--- src/rtl/dtc_pkg.sv ---
package dtc_pkg;
  localparam int CFG_W  = 12;
  localparam int POW_W  = 4;
  localparam int B_PREQ = 0;
  localparam int B_HWEN = 1;
  localparam int B_POL  = 4;
  localparam int B_LVL  = 5;
  localparam int B_BRST = 6;
  localparam int B_POW  = 8;

  typedef struct packed {
    logic             preq_en;
    logic             hw_en;
    logic             pol_high;
    logic             level;
    logic             burst;
    logic [POW_W-1:0] pow;
  } chan_cfg_t;

  function automatic chan_cfg_t unpack_cfg(input logic [CFG_W-1:0] w);
    chan_cfg_t c;
    c.preq_en  = w[B_PREQ];
    c.hw_en    = w[B_HWEN];
    c.pol_high = w[B_POL];
    c.level    = w[B_LVL];
    c.burst    = w[B_BRST];
    c.pow      = w[B_POW +: POW_W];
    return c;
  endfunction
endpackage

--- src/rtl/dtc_source.sv ---
module dtc_source #(
  parameter int N_SRC = 12,
  parameter int SEL_W = 4
) (
  input  logic             clk,
  input  logic             rst,
  input  logic [SEL_W-1:0] sel,
  input  logic             pol_high,
  input  logic             level,
  input  logic             hw_en,
  input  logic [N_SRC-1:0] hw_trig,
  output logic             sel_ok,
  output logic             hw_event
);
  logic picked;
  logic act;
  logic act_q;

  always_comb begin
    picked = 1'b0;
    for (int i = 0; i < N_SRC; i++) begin
      if (sel == SEL_W'(i)) picked = hw_trig[i];
    end
  end

  assign sel_ok   = (int'(sel) < N_SRC);
  assign act      = sel_ok & (pol_high ? picked : ~picked);
  assign hw_event = hw_en & (level ? act : (act & ~act_q));

  always_ff @(posedge clk) begin
    if (rst) act_q <= 1'b0;
    else     act_q <= act;
  end

  // an edge trigger can never fire on two successive clocks
  p_one_shot_edge_r5: assert property (@(posedge clk) disable iff (rst)
    (hw_event && !level) |=> !(hw_event && !level));
endmodule

--- src/rtl/dtc_flag.sv ---
module dtc_flag (
  input  logic clk,
  input  logic rst,
  input  logic sw_trig,
  input  logic clr_trig,
  input  logic hw_event,
  input  logic issue,
  output logic flag
);
  always_ff @(posedge clk) begin
    if (rst)                     flag <= 1'b0;
    else if (clr_trig)           flag <= 1'b0;
    else if (sw_trig | hw_event) flag <= 1'b1;
    else if (issue)              flag <= 1'b0;
  end

  p_clear_wins_r8: assert property (@(posedge clk) disable iff (rst)
    clr_trig |=> !flag);
  p_sw_sets_r8: assert property (@(posedge clk) disable iff (rst)
    (sw_trig && !clr_trig) |=> flag);
endmodule

--- src/rtl/dtc_grant.sv ---
module dtc_grant #(
  parameter int MAX_POW = 10,
  parameter int POW_W   = 4,
  parameter int LEN_W   = MAX_POW + 1
) (
  input  logic             clk,
  input  logic             rst,
  input  logic             flag,
  input  logic             preq,
  input  logic             burst,
  input  logic [POW_W-1:0] pow,
  input  logic             done,
  output logic             issue,
  output logic             grant_req,
  output logic [LEN_W-1:0] grant_len
);
  logic [POW_W-1:0] pow_c;
  logic [LEN_W-1:0] len_n;

  assign pow_c = (int'(pow) > MAX_POW) ? POW_W'(MAX_POW) : pow;
  assign len_n = burst ? (LEN_W'(1) << pow_c) : LEN_W'(1);
  assign issue = ~grant_req & (flag | preq);

  always_ff @(posedge clk) begin
    if (rst) begin
      grant_req <= 1'b0;
      grant_len <= '0;
    end else if (issue) begin
      grant_req <= 1'b1;
      grant_len <= len_n;
    end else if (grant_req && done) begin
      grant_req <= 1'b0;
    end
  end

  p_hold_until_done_r10: assert property (@(posedge clk) disable iff (rst)
    (grant_req && !done) |=> (grant_req && $stable(grant_len)));
  p_len_power_of_two_r7: assert property (@(posedge clk) disable iff (rst)
    grant_req |-> ($countones(grant_len) == 1));
endmodule

--- src/rtl/dma_trig_cond.sv ---
module dma_trig_cond #(
  parameter int N_SRC   = 12,
  parameter int SEL_W   = 4,
  parameter int MAX_POW = 10,
  parameter int LEN_W   = MAX_POW + 1
) (
  input  logic                     clk,
  input  logic                     rst,
  input  logic                     sel_we,
  input  logic [SEL_W-1:0]         sel_wdata,
  input  logic                     cfg_we,
  input  logic [dtc_pkg::CFG_W-1:0] cfg_wdata,
  input  logic                     sw_trig,
  input  logic                     clr_trig,
  input  logic [N_SRC-1:0]         hw_trig,
  input  logic                     periph_req,
  input  logic                     grant_done,
  output logic                     grant_req,
  output logic [LEN_W-1:0]         grant_len,
  output logic [2:0]               status
);
  import dtc_pkg::*;

  logic [SEL_W-1:0] sel_q;
  chan_cfg_t        cfg_q;
  logic             sel_ok;
  logic             hw_event;
  logic             issue;
  logic             flag;
  logic             unused_cfg_bits;

  assign unused_cfg_bits = ^{cfg_wdata[3:2], cfg_wdata[7]};

  always_ff @(posedge clk) begin
    if (rst) begin
      sel_q <= '1;
      cfg_q <= '0;
    end else begin
      if (sel_we) sel_q <= sel_wdata;
      if (cfg_we) cfg_q <= unpack_cfg(cfg_wdata);
    end
  end

  dtc_source #(.N_SRC(N_SRC), .SEL_W(SEL_W)) u_src (
    .clk(clk), .rst(rst), .sel(sel_q), .pol_high(cfg_q.pol_high),
    .level(cfg_q.level), .hw_en(cfg_q.hw_en), .hw_trig(hw_trig),
    .sel_ok(sel_ok), .hw_event(hw_event));

  dtc_flag u_flag (
    .clk(clk), .rst(rst), .sw_trig(sw_trig), .clr_trig(clr_trig),
    .hw_event(hw_event), .issue(issue), .flag(flag));

  dtc_grant #(.MAX_POW(MAX_POW), .POW_W(POW_W), .LEN_W(LEN_W)) u_grant (
    .clk(clk), .rst(rst), .flag(flag), .preq(cfg_q.preq_en & periph_req),
    .burst(cfg_q.burst), .pow(cfg_q.pow), .done(grant_done),
    .issue(issue), .grant_req(grant_req), .grant_len(grant_len));

  assign status = {flag, grant_req, cfg_q.hw_en & sel_ok};

  // with hardware and peripheral paths both off and no strobe, an idle channel stays idle
  p_gated_idle_r3: assert property (@(posedge clk) disable iff (rst)
    (!cfg_q.hw_en && !cfg_q.preq_en && !flag && !sw_trig && !grant_req) |=> !grant_req);
endmodule

--- config.mk ---
export PLATFORM = sky130hd
export DESIGN_NAME = dma_trig_cond
export DESIGN_NICKNAME = d
export VERILOG_FILES = /design/src/rtl/dtc_pkg.sv /design/src/rtl/dtc_source.sv /design/src/rtl/dtc_flag.sv /design/src/rtl/dtc_grant.sv /design/src/rtl/dma_trig_cond.sv
export SDC_FILE = /design/constraint.sdc
export NUM_CORES = 1
export LEC_CHECK = 0
export ABC_AREA = 1
export BUFFER_PORTS_ARGS = -buffer_cell sky130_fd_sc_hd__buf_2
export CORE_ASPECT_RATIO = 0.75
export CORE_MARGIN = 2
export CORE_UTILIZATION = 50
export DETAILED_ROUTE_END_ITERATION = 8
export PLACE_DENSITY = 0.83
export REMOVE_ABC_BUFFERS = 1
export SLEW_MARGIN = 20
export SYNTH_ARGS = -nofsm -noshare
export SYNTH_HDL_FRONTEND = slang
export SYNTH_SLANG_ARGS = --single-unit
--- constraint.sdc ---
create_clock -name clk -period 2.54 [get_ports clk]
set_input_delay 0.254 -clock clk [delete_from_list [all_inputs] [get_ports clk]]
set_output_delay 0.254 -clock clk [all_outputs]
set_load 0.03 [all_outputs]
==> results of run 1 <==
-- per-stage QoR --
stage | utilization | hold WS (ns) | total power, W
after CTS | 0.648 | 0.139 | 0.000776
final | 0.648 | 0.140 | 0.000771
after floorplan | - | 0.323 | 0.000551
after global routing | 0.648 | 0.133 | 0.000818
after global placement | 0.637 | 0.452 | 0.000601
after detailed placement | 0.637 | 0.454 | 0.000604
-- layer usage --
metal / global-route usage / wire length, µm / share of wire
met2: 0.305 / 1080 / 0.42
met3: 0.0661 / 135 / 0.052
met1: 0.283 / 1370 / 0.53
met5: 0 / 0 / 0
met4: 0.0298 / 0 / 0
-- layout by cell type, fill, tap and decap left out --
cell and count:
sky130_fd_sc_hd__nor2_4 1, sky130_fd_sc_hd__buf_2 47, sky130_fd_sc_hd__dfxtp_1 27, sky130_fd_sc_hd__nand3b_1 1, sky130_fd_sc_hd__inv_1 23, sky130_fd_sc_hd__o21ai_0 14, sky130_fd_sc_hd__nand4_1 1, sky130_fd_sc_hd__o21ai_1 2
sky130_fd_sc_hd__o211ai_1 1, sky130_fd_sc_hd__a21oi_1 28, sky130_fd_sc_hd__or2_2 1, sky130_fd_sc_hd__nor3_4 1, sky130_fd_sc_hd__nand2_2 3, sky130_fd_sc_hd__clkbuf_4 3, sky130_fd_sc_hd__inv_2 3, sky130_fd_sc_hd__nand3_2 2
sky130_fd_sc_hd__clkbuf_1 1, sky130_fd_sc_hd__nor2_1 19, sky130_fd_sc_hd__nand2_1 32, sky130_fd_sc_hd__a21oi_2 2, sky130_fd_sc_hd__nor3_1 1, sky130_fd_sc_hd__a21boi_0 1, sky130_fd_sc_hd__nand3_1 6
-- cell families after synthesis --
group / after synthesis
AOI/OAI and AO/OA: 48
buffers and inverters: 33
DFF: 27
and+or+nand+nor: 68
-- final cells by class --
type | instances | share of cell area
tap | 34 | 0.0282
multi-input combinational | 116 | 0.375
clock buffer | 4 | 0.0174
timing repair buffer | 47 | 0.156
sequential | 27 | 0.359
inverter | 26 | 0.0647
-- worst max path at each step --
stage | from | endpoint | cells after the start
floorplan | u_flag.flag | u_grant.grant_len[4] | 8
global placement | periph_req | u_grant.grant_len[7] | 9
detailed placement | u_flag.flag | u_grant.grant_len[7] | 8
CTS | u_flag.flag | u_grant.grant_len[7] | 8
global route | u_flag.flag | u_grant.grant_len[4] | 8
finish | u_flag.flag | u_grant.grant_len[6] | 8
-- tightest hold or removal path, delay by kind of cell --
family,cells,cell delay [ns]
compound gates,2,0.11
buf+inv,1,0.07
-- sequential cells by signal, summed over array words and instances, names as in the netlist --
name               cells
u_flag.flag            1
u_grant.grant_req      1
u_src.act_q            1
cfg_q                  9
sel_q                  4
u_grant.grant_len     11
-- power by group --
group / switching (W) / leakage (nW) / total (W) / internal (W)
Clock: 0.000115 / 0.0150 / 0.000176 / 0.0000615
Sequential: 0.0000156 / 0.222 / 0.000459 / 0.000443
Combinational: 0.0000844 / 0.510 / 0.000136 / 0.0000513
Total: 0.000215 / 0.746 / 0.000771 / 0.000556
==> impl_table.tex, run 1 <==
\begin{tabular}{lr}
\hline
Metric & Value \\
\hline
\multicolumn{2}{l}{\textbf{Min path}} \\
\quad Hold/Removal Path Class & input pin to register \\
\quad Destination of the worst hold path & sel\_q[1] \\
\quad Hold Path Cell Cnt & 3 \\
\quad Min-delay src & sel\_wdata[1] \\
\multicolumn{2}{l}{\textbf{Worst setup path}} \\
\quad Required time of the critical path & 2.80 ns \\
\quad Crit-path cells & inv\_1 -> a21oi\_2 -> inv\_2 -> nor2\_4 -> inv\_2 -> nor3\_4 -> nand2\_1 -> a21oi\_1 \\
\quad Critical path endpoint category & register \\
\quad Worst-path maximum fanout & 12 \\
\quad Category of cells accounting for the largest share of critical-path delay & simple AND/OR/NAND/NOR gates \\
\quad CP most frequent cell & sky130\_fd\_sc\_hd\_\_inv\_2 \\
\quad Slowest-stage cell, CP & sky130\_fd\_sc\_hd\_\_dfxtp\_1 \\
\quad Type of element launching the critical path & register \\
\quad R2r setup slk & 1.15 ns \\
\quad Kind of critical path & register to register \\
\quad Launch point of the worst reg-to-reg path & u\_flag.flag \\
\quad Critical path buffers and inverters & 3 \\
\quad Reg2reg path depth & 8 \\
\quad Stage delay of the slowest cell on the critical path & 0.38 ns \\
\quad Critical R2R Capture & u\_grant.grant\_len[6] \\
\quad Critical Path AT & 1.65 ns \\
\multicolumn{2}{l}{\textbf{Synthesis}} \\
\quad Area share of the largest cell type after synthesis & 0.435 \\
\quad Cell type contributing the most total cell area after synthesis & sky130\_fd\_sc\_hd\_\_dfxtp\_1 \\
\quad Top cells by area, synth & sky130\_fd\_sc\_hd\_\_dfxtp\_1 (44\%), sky130\_fd\_sc\_hd\_\_a21oi\_1 (11\%), sky130\_fd\_sc\_hd\_\_nand2\_1 (9.7\%) \\
\quad Number of instances in the synthesized netlist & 176 \\
\quad Share of the synthesized area in compound gates (AO/OA/AOI/OAI) & 0.204 \\
\quad Simple-gate share of the synthesized area & 0.252 \\
\quad Cell variety after synth & 23 \\
\quad Async set-reset flop share out of synthesis & 0 \\
\quad Xor-xnor portion of the synthesized cell area & 0 \\
\quad Per-instance average area after synthesis & 7.05 µm² \\
\quad Main combinational cell family by area after synthesis & simple AND/OR/NAND/NOR gates \\
\quad Count of flip-flops with a built-in enable after synthesis & 0 \\
\quad Post-synthesis mux area share & 0 \\
\quad Number of flip-flops and latches in the synthesized netlist & 27 \\
\quad Most common cell in the synthesized netlist & sky130\_fd\_sc\_hd\_\_nand2\_1 \\
\quad Post-Synth Adder-Cell Area & 0 \\
\quad Top cells by instance count after synthesis & sky130\_fd\_sc\_hd\_\_nand2\_1 (32), sky130\_fd\_sc\_hd\_\_a21oi\_1 (28), sky130\_fd\_sc\_hd\_\_dfxtp\_1 (27), sky130\_fd\_sc\_hd\_\_inv\_1 (23), sky130\_fd\_sc\_hd\_\_nor2\_1 (19) \\
\quad Yosys warnings & 0 \\
\quad Prevailing post-synth register cell & sky130\_fd\_sc\_hd\_\_dfxtp\_1 \\
\quad Cell area after synthesis & 1240 µm² \\
\quad Portion of the post-synthesis area used by sequential elements & 0.435 \\
\multicolumn{2}{l}{\textbf{GRT}} \\
\quad GR Util All Layers & 0.200 \\
\quad Total global routing overflow & 0 \\
\quad Via count of the first global-routing pass & 1035 \\
\quad Maximum number of pins on one net before global-route repair & 19 \\
\quad Wire length of the first global-routing pass & 4270 µm \\
\quad Antenna violations before repair & 0 \\
\multicolumn{2}{l}{\textbf{Route}} \\
\quad Number of nets with antenna violations after detailed routing & 0 \\
\quad Detailed Route Iter0 Violations & 56 \\
\quad Wire length reported by the detailed router & 2580 µm \\
\quad Number of detailed-routing iterations run before antenna repair & 4 \\
\quad Routed via count divided by cell count & 4.69 \\
\quad Total number of vias & 1192 \\
\quad Wire per inst & 10.2 µm \\
\quad DRC violations left & 0 \\
\multicolumn{2}{l}{\textbf{Clock tree}} \\
\quad H-Tree Level Count & 1 \\
\quad TritonCTS buffer count & 3 \\
\quad Number of instances resized during post-cts repair & 0 \\
\quad CTS Root Cell & sky130\_fd\_sc\_hd\_\_clkbuf\_4 \\
\quad Clock tree from TritonCTS & yes \\
\quad Number of buffers inserted by hold repair at cts & 0 \\
\quad Clock slew at the register clock pins of the worst setup and hold paths & 0.13 ns \\
\quad Buffers inserted during post-CTS setup optimization & 0 \\
\quad Deepest clock path buffer count & 2 \\
\quad Source-to-sink clock delay at the later pin of the worst-skew pair & 0.32 ns \\
\quad Clock Sink Count & 27 \\
\multicolumn{2}{l}{\textbf{Die}} \\
\quad Chip height & 47.2 µm \\
\quad Die Width & 61.5 µm \\
\quad DIE AREA & 2900 µm² \\
\quad Io pins & 51 \\
\quad Effective utilization at floorplan & 0.533 \\
\quad Core Footprint & 2330 µm² \\
\quad Std cell rows & 15 \\
\multicolumn{2}{l}{\textbf{Power and ir drop}} \\
\quad Areal power density over the cells & 511 nW/µm² \\
\quad Static leakage & 0.746 nW \\
\quad Worst vdd ir & 0.000394 V \\
\multicolumn{2}{l}{\textbf{Placed design}} \\
\quad Total placed cells including tap cells & 250 \\
\quad Pre-CTS setup slack & 1.19 ns \\
\quad Port bufs & 47 \\
\quad Standard cell area after detailed placement & 1480 µm² \\
\quad Final weighted congestion in routability-driven placement & 0.826 \\
\quad Post-detail-place hpwl & 2030 µm \\
\multicolumn{2}{l}{\textbf{Flow run}} \\
\quad Reported max-cap violation count & 0 \\
\multicolumn{2}{l}{\textbf{Finish}} \\
\quad Fill cell instance count of the final layout & 243 \\
\quad Share of cells above drive strength 1 & 0.286 \\
\quad Final design instance area without fill & 1510 µm² \\
\quad Register area & 541 µm² \\
\quad Inserted Diodes & 0 \\
\quad Synth-to-layout area growth & 21.5\% \\
\quad Final \#Nets & 257 \\
\quad Total area of multi-input combinational cells & 566 µm² \\
\quad Final std cells w/o fill & 254 \\
\multicolumn{2}{l}{\textbf{STA}} \\
\quad Remaining max-slew budget at the tightest pin & 0.745 \\
\quad Skew final & 0.00313 ns \\
\quad Period utilisation layout & 0.548 \\
\quad Measured slew at the worst slew-check pin & 0.383 ns \\
\quad Final-report max-slew violation count & 0 \\
\quad Time the final worst path needs with I/O delays and setup & 1.39 ns \\
\quad Post-Route Setup TNS & 0 ns \\
\quad Setup repair after global routing missed its margin & false \\
\quad Number of setup violations in the final report & 0 \\
\quad Highest clock frequency the design can meet & 718 MHz \\
\quad Final setup margin & 1.15 ns \\
\quad Total count of hold-check failures in the final report & 0 \\
\multicolumn{2}{l}{\textbf{Run status}} \\
\quad Outcome & finished clean \\
\hline
\end{tabular}
(Power assumes the default switching activity.)
==> run 2: changes to the inputs <==
- ABC_AREA: 1 -> 0
- CORE_UTILIZATION: 50 -> 43
- PLACE_DENSITY: 0.83 -> 0.75
- clock period: 2.54 -> 1.1 ns (I/O delays scaled with it)
==> run 2 against run 1 <==
  * The run now ends with setup timing left
  * Flip-flop and latch count unchanged
  * Core utilization down 2.8 points
  * Cell count down 5.5%
  * Sequential power up 130%
  * Fmax down 4.9%
  * Largest power group unchanged
==> impl_table.tex, run 2 <==
\begin{tabular}{lr}
\hline
Metric & Value \\
\hline
\multicolumn{2}{l}{\textbf{STA}} \\
\quad Time the final worst path needs with I/O delays and setup & 1.46 ns (was 1.39 ns) \\
\quad Remaining max-slew budget at the tightest pin & 0.799 (was 0.745) \\
\quad Number of setup violations in the final report & 14 (was 0) \\
\quad Skew final & 0.00414 ns (was 0.00313 ns) \\
\quad Measured slew at the worst slew-check pin & 0.300 ns (was 0.383 ns) \\
\quad Highest clock frequency the design can meet & 683 MHz (was 718 MHz) \\
\quad Post-Route Setup TNS & -1.57 ns (was 0 ns) \\
\quad Total count of hold-check failures in the final report & 0 (unchanged) \\
\quad Period utilisation layout & 1.33 (was 0.548) \\
\quad Final setup margin & -0.364 ns (was 1.15 ns) \\
\quad Final-report max-slew violation count & 0 (unchanged) \\
\quad Setup repair after global routing missed its margin & true (was false) \\
\multicolumn{2}{l}{\textbf{Power and ir drop}} \\
\quad Worst vdd ir & 0.000660 V (was 0.000394 V) \\
\quad Areal power density over the cells & 1130 nW/µm² (was 511 nW/µm²) \\
\quad Power share of the sequential group & 0.521 (was 0.595) \\
\quad Part of the power in the clock network & 0.268 (was 0.229) \\
\quad Static leakage & 0.871 nW (was 0.746 nW) \\
\quad Psw & 0.000532 W (was 0.000215 W) \\
\quad Sw Ratio & 0.264 (was 0.279) \\
\quad Combinational group share of total power & 0.210 (was 0.176) \\
\quad Int Pwr & 0.00149 W (was 0.000556 W) \\
\multicolumn{2}{l}{\textbf{Synthesis}} \\
\quad Portion of the post-synthesis area used by sequential elements & 0.421 (was 0.435) \\
\quad Count of flip-flops with a built-in enable after synthesis & 0 (unchanged) \\
\quad Area share of the largest cell type after synthesis & 0.421 (was 0.435) \\
\quad Cell type contributing the most total cell area after synthesis & sky130\_fd\_sc\_hd\_\_dfxtp\_1 (unchanged) \\
\quad Async set-reset flop share out of synthesis & 0 (unchanged) \\
\quad Number of instances in the synthesized netlist & 144 (was 176) \\
\quad Top cells by area, synth & sky130\_fd\_sc\_hd\_\_dfxtp\_1 (42\%), sky130\_fd\_sc\_hd\_\_mux2i\_1 (12\%), sky130\_fd\_sc\_hd\_\_nor2\_1 (7.3\%) (was sky130\_fd\_sc\_hd\_\_dfxtp\_1 (44\%), sky130\_fd\_sc\_hd\_\_a21oi\_1 (11\%), sky130\_fd\_sc\_hd\_\_nand2\_1 (9.7\%)) \\
\quad Yosys warnings & 0 (unchanged) \\
\quad Prevailing post-synth register cell & sky130\_fd\_sc\_hd\_\_dfxtp\_1 (unchanged) \\
\quad Cell variety after synth & 39 (was 23) \\
\quad Most common cell in the synthesized netlist & sky130\_fd\_sc\_hd\_\_dfxtp\_1 (was sky130\_fd\_sc\_hd\_\_nand2\_1) \\
\quad Top cells by instance count after synthesis & sky130\_fd\_sc\_hd\_\_dfxtp\_1 (27), sky130\_fd\_sc\_hd\_\_nor2\_1 (25), sky130\_fd\_sc\_hd\_\_mux2i\_1 (15), sky130\_fd\_sc\_hd\_\_nand2\_1 (13), sky130\_fd\_sc\_hd\_\_a21oi\_1 (7) (was sky130\_fd\_sc\_hd\_\_nand2\_1 (32), sky130\_fd\_sc\_hd\_\_a21oi\_1 (28), sky130\_fd\_sc\_hd\_\_dfxtp\_1 (27), sky130\_fd\_sc\_hd\_\_inv\_1 (23), sky130\_fd\_sc\_hd\_\_nor2\_1 (19)) \\
\quad Number of flip-flops and latches in the synthesized netlist & 27 (unchanged) \\
\quad Per-instance average area after synthesis & 8.92 µm² (was 7.05 µm²) \\
\quad Cell area after synthesis & 1280 µm² (was 1240 µm²) \\
\multicolumn{2}{l}{\textbf{Route}} \\
\quad Wire length reported by the detailed router & 3240 µm (was 2580 µm) \\
\quad Number of nets with antenna violations after detailed routing & 0 (unchanged) \\
\quad Number of detailed-routing iterations run before antenna repair & 4 (unchanged) \\
\quad DRC violations left & 0 (unchanged) \\
\quad Wire per inst & 13.5 µm (was 10.2 µm) \\
\quad Total number of vias & 1255 (was 1192) \\
\quad Routed via count divided by cell count & 5.23 (was 4.69) \\
\quad Detailed Route Iter0 Violations & 43 (was 56) \\
\multicolumn{2}{l}{\textbf{Die}} \\
\quad Chip height & 51.3 µm (was 47.2 µm) \\
\quad DIE AREA & 3450 µm² (was 2900 µm²) \\
\quad Std cell rows & 17 (was 15) \\
\quad Io pins & 51 (unchanged) \\
\quad Core Footprint & 2890 µm² (was 2330 µm²) \\
\quad Effective utilization at floorplan & 0.444 (was 0.533) \\
\quad Die Width & 67.1 µm (was 61.5 µm) \\
\multicolumn{2}{l}{\textbf{Worst setup path}} \\
\quad Worst-path maximum fanout & 8 (was 12) \\
\quad Type of element launching the critical path & register (unchanged) \\
\quad Required time of the critical path & 1.27 ns (was 2.80 ns) \\
\quad Reg2reg path depth & 5 (was 8) \\
\quad R2r setup slk & -0.36 ns (was 1.15 ns) \\
\quad Critical path endpoint category & register (unchanged) \\
\quad Kind of critical path & register to register (unchanged) \\
\quad Critical Path AT & 1.63 ns (was 1.65 ns) \\
\multicolumn{2}{l}{\textbf{Finish}} \\
\quad Synth-to-layout area growth & 39.5\% (was 21.5\%) \\
\quad Largest registers & u\_grant.grant\_len x11, cfg\_q x9, sel\_q x4 (unchanged) \\
\quad Most frequent standard cell in the layout excluding fill and tap cells & sky130\_fd\_sc\_hd\_\_buf\_2 (unchanged) \\
\quad Inserted Diodes & 0 (unchanged) \\
\quad Share of cells above drive strength 1 & 0.450 (was 0.286) \\
\quad Most frequent cells in the layout & sky130\_fd\_sc\_hd\_\_buf\_2 (44), sky130\_fd\_sc\_hd\_\_nor2\_1 (23), sky130\_fd\_sc\_hd\_\_dfxtp\_1 (21), sky130\_fd\_sc\_hd\_\_buf\_4 (17), sky130\_fd\_sc\_hd\_\_mux2i\_1 (15) (was sky130\_fd\_sc\_hd\_\_buf\_2 (47), sky130\_fd\_sc\_hd\_\_nand2\_1 (32), sky130\_fd\_sc\_hd\_\_a21oi\_1 (28), sky130\_fd\_sc\_hd\_\_dfxtp\_1 (27), sky130\_fd\_sc\_hd\_\_inv\_1 (23)) \\
\quad Final \#Nets & 239 (was 257) \\
\quad Register with the highest flop count & u\_grant.grant\_len (unchanged) \\
\quad Number of flip-flops under the largest register name & 11 (unchanged) \\
\multicolumn{2}{l}{\textbf{Clock tree}} \\
\quad Clock slew at the register clock pins of the worst setup and hold paths & 0.08 ns (was 0.13 ns) \\
\quad Clock Sink Count & 27 (unchanged) \\
\quad Source-to-sink clock delay at the later pin of the worst-skew pair & 0.27 ns (was 0.32 ns) \\
\quad H-Tree Level Count & 1 (unchanged) \\
\quad Number of buffers inserted by hold repair at cts & 0 (unchanged) \\
\quad Deepest clock path buffer count & 2 (unchanged) \\
\quad TritonCTS buffer count & 3 (unchanged) \\
\quad Clock tree from TritonCTS & yes (unchanged) \\
\quad CTS Root Cell & sky130\_fd\_sc\_hd\_\_clkbuf\_8 (was sky130\_fd\_sc\_hd\_\_clkbuf\_4) \\
\multicolumn{2}{l}{\textbf{Placed design}} \\
\quad Final weighted congestion in routability-driven placement & 0.895 (was 0.826) \\
\quad Pre-CTS setup slack & -0.440 ns (was 1.19 ns) \\
\quad Port bufs & 47 (unchanged) \\
\quad Post-detail-place hpwl & 2480 µm (was 2030 µm) \\
\multicolumn{2}{l}{\textbf{GRT}} \\
\quad Total global routing overflow & 0 (unchanged) \\
\quad GR Util All Layers & 0.203 (was 0.200) \\
\quad Maximum number of pins on one net before global-route repair & 21 (was 19) \\
\quad Wire length of the first global-routing pass & 5280 µm (was 4270 µm) \\
\quad Via count of the first global-routing pass & 1191 (was 1035) \\
\quad Antenna violations before repair & 0 (unchanged) \\
\multicolumn{2}{l}{\textbf{Run status}} \\
\quad Failing checks & setup timing \\
\quad Outcome & finished, violations left (was finished clean) \\
\multicolumn{2}{l}{\textbf{Flow run}} \\
\quad Reported max-cap violation count & 0 (unchanged) \\
\multicolumn{2}{l}{\textbf{Min path}} \\
\quad Hold Path Cell Cnt & 3 (unchanged) \\
\quad Hold/Removal Path Class & input pin to register (unchanged) \\
\hline
\end{tabular}
-- run 2: metal layers --
layer  part of all wire  vias up  track usage
li1                   -      617            -
met5                  0        -            0
met4              0.015        0       0.0612
met3              0.056        8       0.0441
met2               0.48       53        0.335
met1               0.45      577        0.266
-- run 2: worst paths after layout --
path                                            from                   end
worst min-delay path                    sel_wdata[0]              sel_q[0]
worst max-delay path                        sel_q[0]           u_flag.flag
worst min register to register  u_grant.grant_len[6]  u_grant.grant_len[6]
worst max register to register              sel_q[0]           u_flag.flag
-- run 2: what timing repair did --
action	CTS	global route
setup buffers	0	0
gates resized for setup	19	12
pin swaps	7	5
endpoints found under the setup margin	14	15
-- run 2: power by group through the flow --
stage	Sequential (W)	Clock (W)	Combinational [W]
2_1_floorplan	0.00110	0	0.000159
3_3_place_gp	0.00107	0	0.000368
3_5_place_dp	0.00107	0	0.000381
4_1_cts	0.00105	0.000570	0.000401
5_1_grt	0.00106	0.000606	0.000460
6_report	0.00105	0.000542	0.000425
-- run 2: area by class of cell --
class                      instances  area, µm²
inverter                           4       15.0
multi-input combinational        101        732
clock buffer                       4       45.0
timing repair buffer              66        400
fill                             270       1100
sequential                        27        553
tap                               38       47.5
-- run 2: critical path: stages (launching register included) --
cell	delay, ns
sky130_fd_sc_hd__dfxtp_4	0.37
sky130_fd_sc_hd__buf_4	0.15
sky130_fd_sc_hd__or4b_1	0.46
sky130_fd_sc_hd__o311ai_1	0.09
sky130_fd_sc_hd__a22o_1	0.22
sky130_fd_sc_hd__o31ai_2	0.07
-- run 2: through the flow --
stage	total power (W)	hold WS [ns]	instance area, µm²	cells	utilization
floorplan	0.00126	0.179	1220	132	-
global placement	0.00144	0.330	1640	236	0.567
detailed placement	0.00145	0.334	1640	236	0.567
CTS	0.00202	0.0489	1740	240	0.602
global route	0.00212	0.0552	1790	240	0.620
finish	0.00202	0.0539	1790	240	0.620
-- run 2: logic make-up (layout without fill, tap and decap cells) --
family          count (synthesis)  after routing  synth area share
simple gates                   54             54             0.191
compound gates                 30             30             0.186
flops                          27             27             0.421
mux                            17             17             0.137
buf+inv                        16             74            0.0652
==> run 3: changes to the inputs <==
- CELL_PAD_IN_SITES_DETAIL_PLACEMENT: default -> 0
- CELL_PAD_IN_SITES_GLOBAL_PLACEMENT: default -> 2
- CORE_UTILIZATION: 43 -> 24
- PLACE_DENSITY: 0.75 -> default
- PLACE_DENSITY_LB_ADDON: default -> 0.1
==> run 3 against run 2 <==
  * The run still ends with setup timing left
  * Global-route usage is 6.9 points lower
  * Via count is 1.6% lower
  * Wire length is 15% higher
  * Power is 3.7% higher
  * Sequential power hardly changed
  * Register-to-register slack better by 0.04 ns
  * Hold slack better by 0.013 ns
  * Fmax is 2.9% higher
  * Critical path depth stayed put
  * Flip-flop and latch count stayed put
==> impl_table.tex, run 3 (synthesis gave the netlist of run 2 again) <==
\begin{tabular}{lr}
\hline
Metric & Value \\
\hline
\multicolumn{2}{l}{\textbf{Placed design}} \\
\quad Post-detail-place hpwl & 2970 µm (was 2480 µm) \\
\quad Port bufs & 47 (unchanged) \\
\quad Standard cell area after detailed placement & 1720 µm² (was 1640 µm²) \\
\quad Final weighted congestion in routability-driven placement & 0.755 (was 0.895) \\
\quad Total placed cells including tap cells & 277 (was 236) \\
\multicolumn{2}{l}{\textbf{Die}} \\
\quad Die Width & 88.5 µm (was 67.1 µm) \\
\quad Effective utilization at floorplan & 0.244 (was 0.444) \\
\quad Chip height & 67.4 µm (was 51.3 µm) \\
\quad Std cell rows & 23 (was 17) \\
\quad Core Footprint & 5270 µm² (was 2890 µm²) \\
\quad Io pins & 51 (unchanged) \\
\quad DIE AREA & 5960 µm² (was 3450 µm²) \\
\multicolumn{2}{l}{\textbf{Route}} \\
\quad Detailed Route Iter0 Violations & 46 (was 43) \\
\quad Wire length reported by the detailed router & 3750 µm (was 3240 µm) \\
\quad Number of nets with antenna violations after detailed routing & 0 (unchanged) \\
\quad Total number of vias & 1235 (was 1255) \\
\quad Wire per inst & 13.3 µm (was 13.5 µm) \\
\quad DRC violations left & 0 (unchanged) \\
\quad Number of detailed-routing iterations run before antenna repair & 4 (unchanged) \\
\quad Routed via count divided by cell count & 4.38 (was 5.23) \\
\multicolumn{2}{l}{\textbf{Clock tree}} \\
\quad Source-to-sink clock delay at the later pin of the worst-skew pair & 0.27 ns (about the same) \\
\quad Deepest clock path buffer count & 2 (unchanged) \\
\quad Number of buffers inserted by hold repair at cts & 0 (unchanged) \\
\quad H-Tree Level Count & 1 (unchanged) \\
\quad Clock tree from TritonCTS & yes (unchanged) \\
\quad Clock Sink Count & 27 (unchanged) \\
\quad Clock slew at the register clock pins of the worst setup and hold paths & 0.10 ns (was 0.08 ns) \\
\quad CTS Root Cell & sky130\_fd\_sc\_hd\_\_clkbuf\_8 (unchanged) \\
\quad TritonCTS buffer count & 3 (unchanged) \\
\multicolumn{2}{l}{\textbf{Worst setup path}} \\
\quad Kind of critical path & register to register (unchanged) \\
\quad Critical Path AT & 1.60 ns (was 1.63 ns) \\
\quad Critical path endpoint category & register (unchanged) \\
\quad Required time of the critical path & 1.27 ns (about the same) \\
\quad Worst-path maximum fanout & 4 (was 8) \\
\quad Type of element launching the critical path & register (unchanged) \\
\multicolumn{2}{l}{\textbf{Min path}} \\
\quad Hold/Removal Path Class & input pin to register (unchanged) \\
\multicolumn{2}{l}{\textbf{STA}} \\
\quad Highest clock frequency the design can meet & 703 MHz (was 683 MHz) \\
\quad Total count of hold-check failures in the final report & 0 (unchanged) \\
\quad Number of setup violations in the final report & 13 (was 14) \\
\quad Final-report max-slew violation count & 0 (unchanged) \\
\quad Measured slew at the worst slew-check pin & 0.289 ns (was 0.300 ns) \\
\quad Final setup margin & -0.323 ns (was -0.364 ns) \\
\quad Time the final worst path needs with I/O delays and setup & 1.42 ns (was 1.46 ns) \\
\quad Skew final & 0.00237 ns (was 0.00414 ns) \\
\quad Remaining max-slew budget at the tightest pin & 0.807 (was 0.799) \\
\quad Post-Route Setup TNS & -1.47 ns (was -1.57 ns) \\
\quad Setup repair after global routing missed its margin & true (unchanged) \\
\quad Period utilisation layout & 1.29 (was 1.33) \\
\multicolumn{2}{l}{\textbf{GRT}} \\
\quad GR Util All Layers & 0.134 (was 0.203) \\
\quad Maximum number of pins on one net before global-route repair & 21 (unchanged) \\
\quad Via count of the first global-routing pass & 1266 (was 1191) \\
\quad Wire length of the first global-routing pass & 6010 µm (was 5280 µm) \\
\quad Total global routing overflow & 0 (unchanged) \\
\quad Antenna violations before repair & 0 (unchanged) \\
\multicolumn{2}{l}{\textbf{Power and ir drop}} \\
\quad Sw Ratio & 0.282 (was 0.264) \\
\quad Psw & 0.000590 W (was 0.000532 W) \\
\quad Worst vdd ir & 0.000440 V (was 0.000660 V) \\
\quad Part of the power in the clock network & 0.278 (was 0.268) \\
\quad Int Pwr & 0.00150 W (was 0.00149 W) \\
\quad Areal power density over the cells & 1100 nW/µm² (was 1130 nW/µm²) \\
\quad Combinational group share of total power & 0.218 (was 0.210) \\
\quad Design Power & 0.00209 W (was 0.00202 W) \\
\quad Power share of the sequential group & 0.504 (was 0.521) \\
\quad Static leakage & 0.912 nW (was 0.871 nW) \\
\multicolumn{2}{l}{\textbf{Finish}} \\
\quad Largest registers & u\_grant.grant\_len x11, cfg\_q x9, sel\_q x4 (unchanged) \\
\quad Share of cells above drive strength 1 & 0.478 (was 0.450) \\
\quad Final design instance area without fill & 1900 µm² (was 1790 µm²) \\
\quad Final std cells w/o fill & 282 (was 240) \\
\quad Inserted Diodes & 0 (unchanged) \\
\quad Final core utilization & 0.360 (was 0.620) \\
\quad Final \#Nets & 244 (was 239) \\
\quad Register with the highest flop count & u\_grant.grant\_len (unchanged) \\
\quad Most frequent cells in the layout & sky130\_fd\_sc\_hd\_\_buf\_2 (43), sky130\_fd\_sc\_hd\_\_nor2\_1 (23), sky130\_fd\_sc\_hd\_\_buf\_4 (23), sky130\_fd\_sc\_hd\_\_dfxtp\_1 (20), sky130\_fd\_sc\_hd\_\_mux2i\_1 (15) (was sky130\_fd\_sc\_hd\_\_buf\_2 (44), sky130\_fd\_sc\_hd\_\_nor2\_1 (23), sky130\_fd\_sc\_hd\_\_dfxtp\_1 (21), sky130\_fd\_sc\_hd\_\_buf\_4 (17), sky130\_fd\_sc\_hd\_\_mux2i\_1 (15)) \\
\quad Most frequent standard cell in the layout excluding fill and tap cells & sky130\_fd\_sc\_hd\_\_buf\_2 (unchanged) \\
\quad Number of flip-flops under the largest register name & 11 (unchanged) \\
\quad Synth-to-layout area growth & 47.6\% (was 39.5\%) \\
\multicolumn{2}{l}{\textbf{Run status}} \\
\quad Failing checks & setup timing (unchanged) \\
\quad Outcome & finished, violations left (unchanged) \\
\multicolumn{2}{l}{\textbf{Flow run}} \\
\quad Reported max-cap violation count & 0 (unchanged) \\
\hline
\end{tabular}
==> run 3: layer usage <==
metal | up-vias | GRT usage | share of wire
met4 | 0 | 0.0360 | 0.012
met5 | - | 0 | 0
li1 | 634 | - | -
met1 | 564 | 0.181 | 0.51
met2 | 33 | 0.211 | 0.41
met3 | 4 | 0.0367 | 0.067
==> run 3: cell type report <==
| type | count | area (µm²) |
|---|---|---|
| multi-input cells | 101 | 744 |
| flip-flops and latches | 27 | 557 |
| fillers | 564 | 3370 |
| clock inverters | 1 | 5.00 |
| repair buffers | 71 | 440 |
| well taps | 75 | 93.8 |
| inverters | 4 | 15.0 |
| clock buffers | 3 | 41.3 |
==> run 3: critical path, cell delays in order (launching register included) <==
cell and delay (ns):
sky130_fd_sc_hd__dfxtp_2 0.36, sky130_fd_sc_hd__nor2b_4 0.13, sky130_fd_sc_hd__or4b_1 0.47, sky130_fd_sc_hd__o311ai_1 0.09
sky130_fd_sc_hd__a22o_1 0.21, sky130_fd_sc_hd__o31ai_2 0.07
==> run 3: worst paths after layout <==
kind                          from               endpoint  slack (ns)  cells past startpoint
max                       sel_q[1]            u_flag.flag       -0.32                      5
min                   sel_wdata[2]               sel_q[2]        0.07                      3
max reg2reg               sel_q[1]            u_flag.flag       -0.32                      5
min reg2reg  u_grant.grant_len[10]  u_grant.grant_len[10]        0.45                      2
==> run 3: stage by stage <==
stage / hold slack (ns) / worst slack (ns)
6_report: 0.0669 / -0.323
3_3_place_gp: 0.336 / -0.367
5_1_grt: 0.0654 / -0.403
2_1_floorplan: 0.179 / -0.429
4_1_cts: 0.0616 / -0.332
3_5_place_dp: 0.348 / -0.419
==> run 3: power by group through the flow <==
stage               sequential [W]  clock, W  combinational (W)
floorplan                  0.00110         0           0.000159
global placement           0.00107         0           0.000398
detailed placement         0.00108         0           0.000404
CTS                        0.00106  0.000611           0.000438
global route               0.00106  0.000652           0.000500
finish                     0.00106  0.000583           0.000456
==> run 3: timing repair <==
| item | CTS | global route |
|---|---|---|
| endpoints found under the setup margin | 15 | 18 |
| gates resized for setup | 25 | 15 |
| pin swaps | 8 | 4 |
| buffers inserted | 1 | 0 |
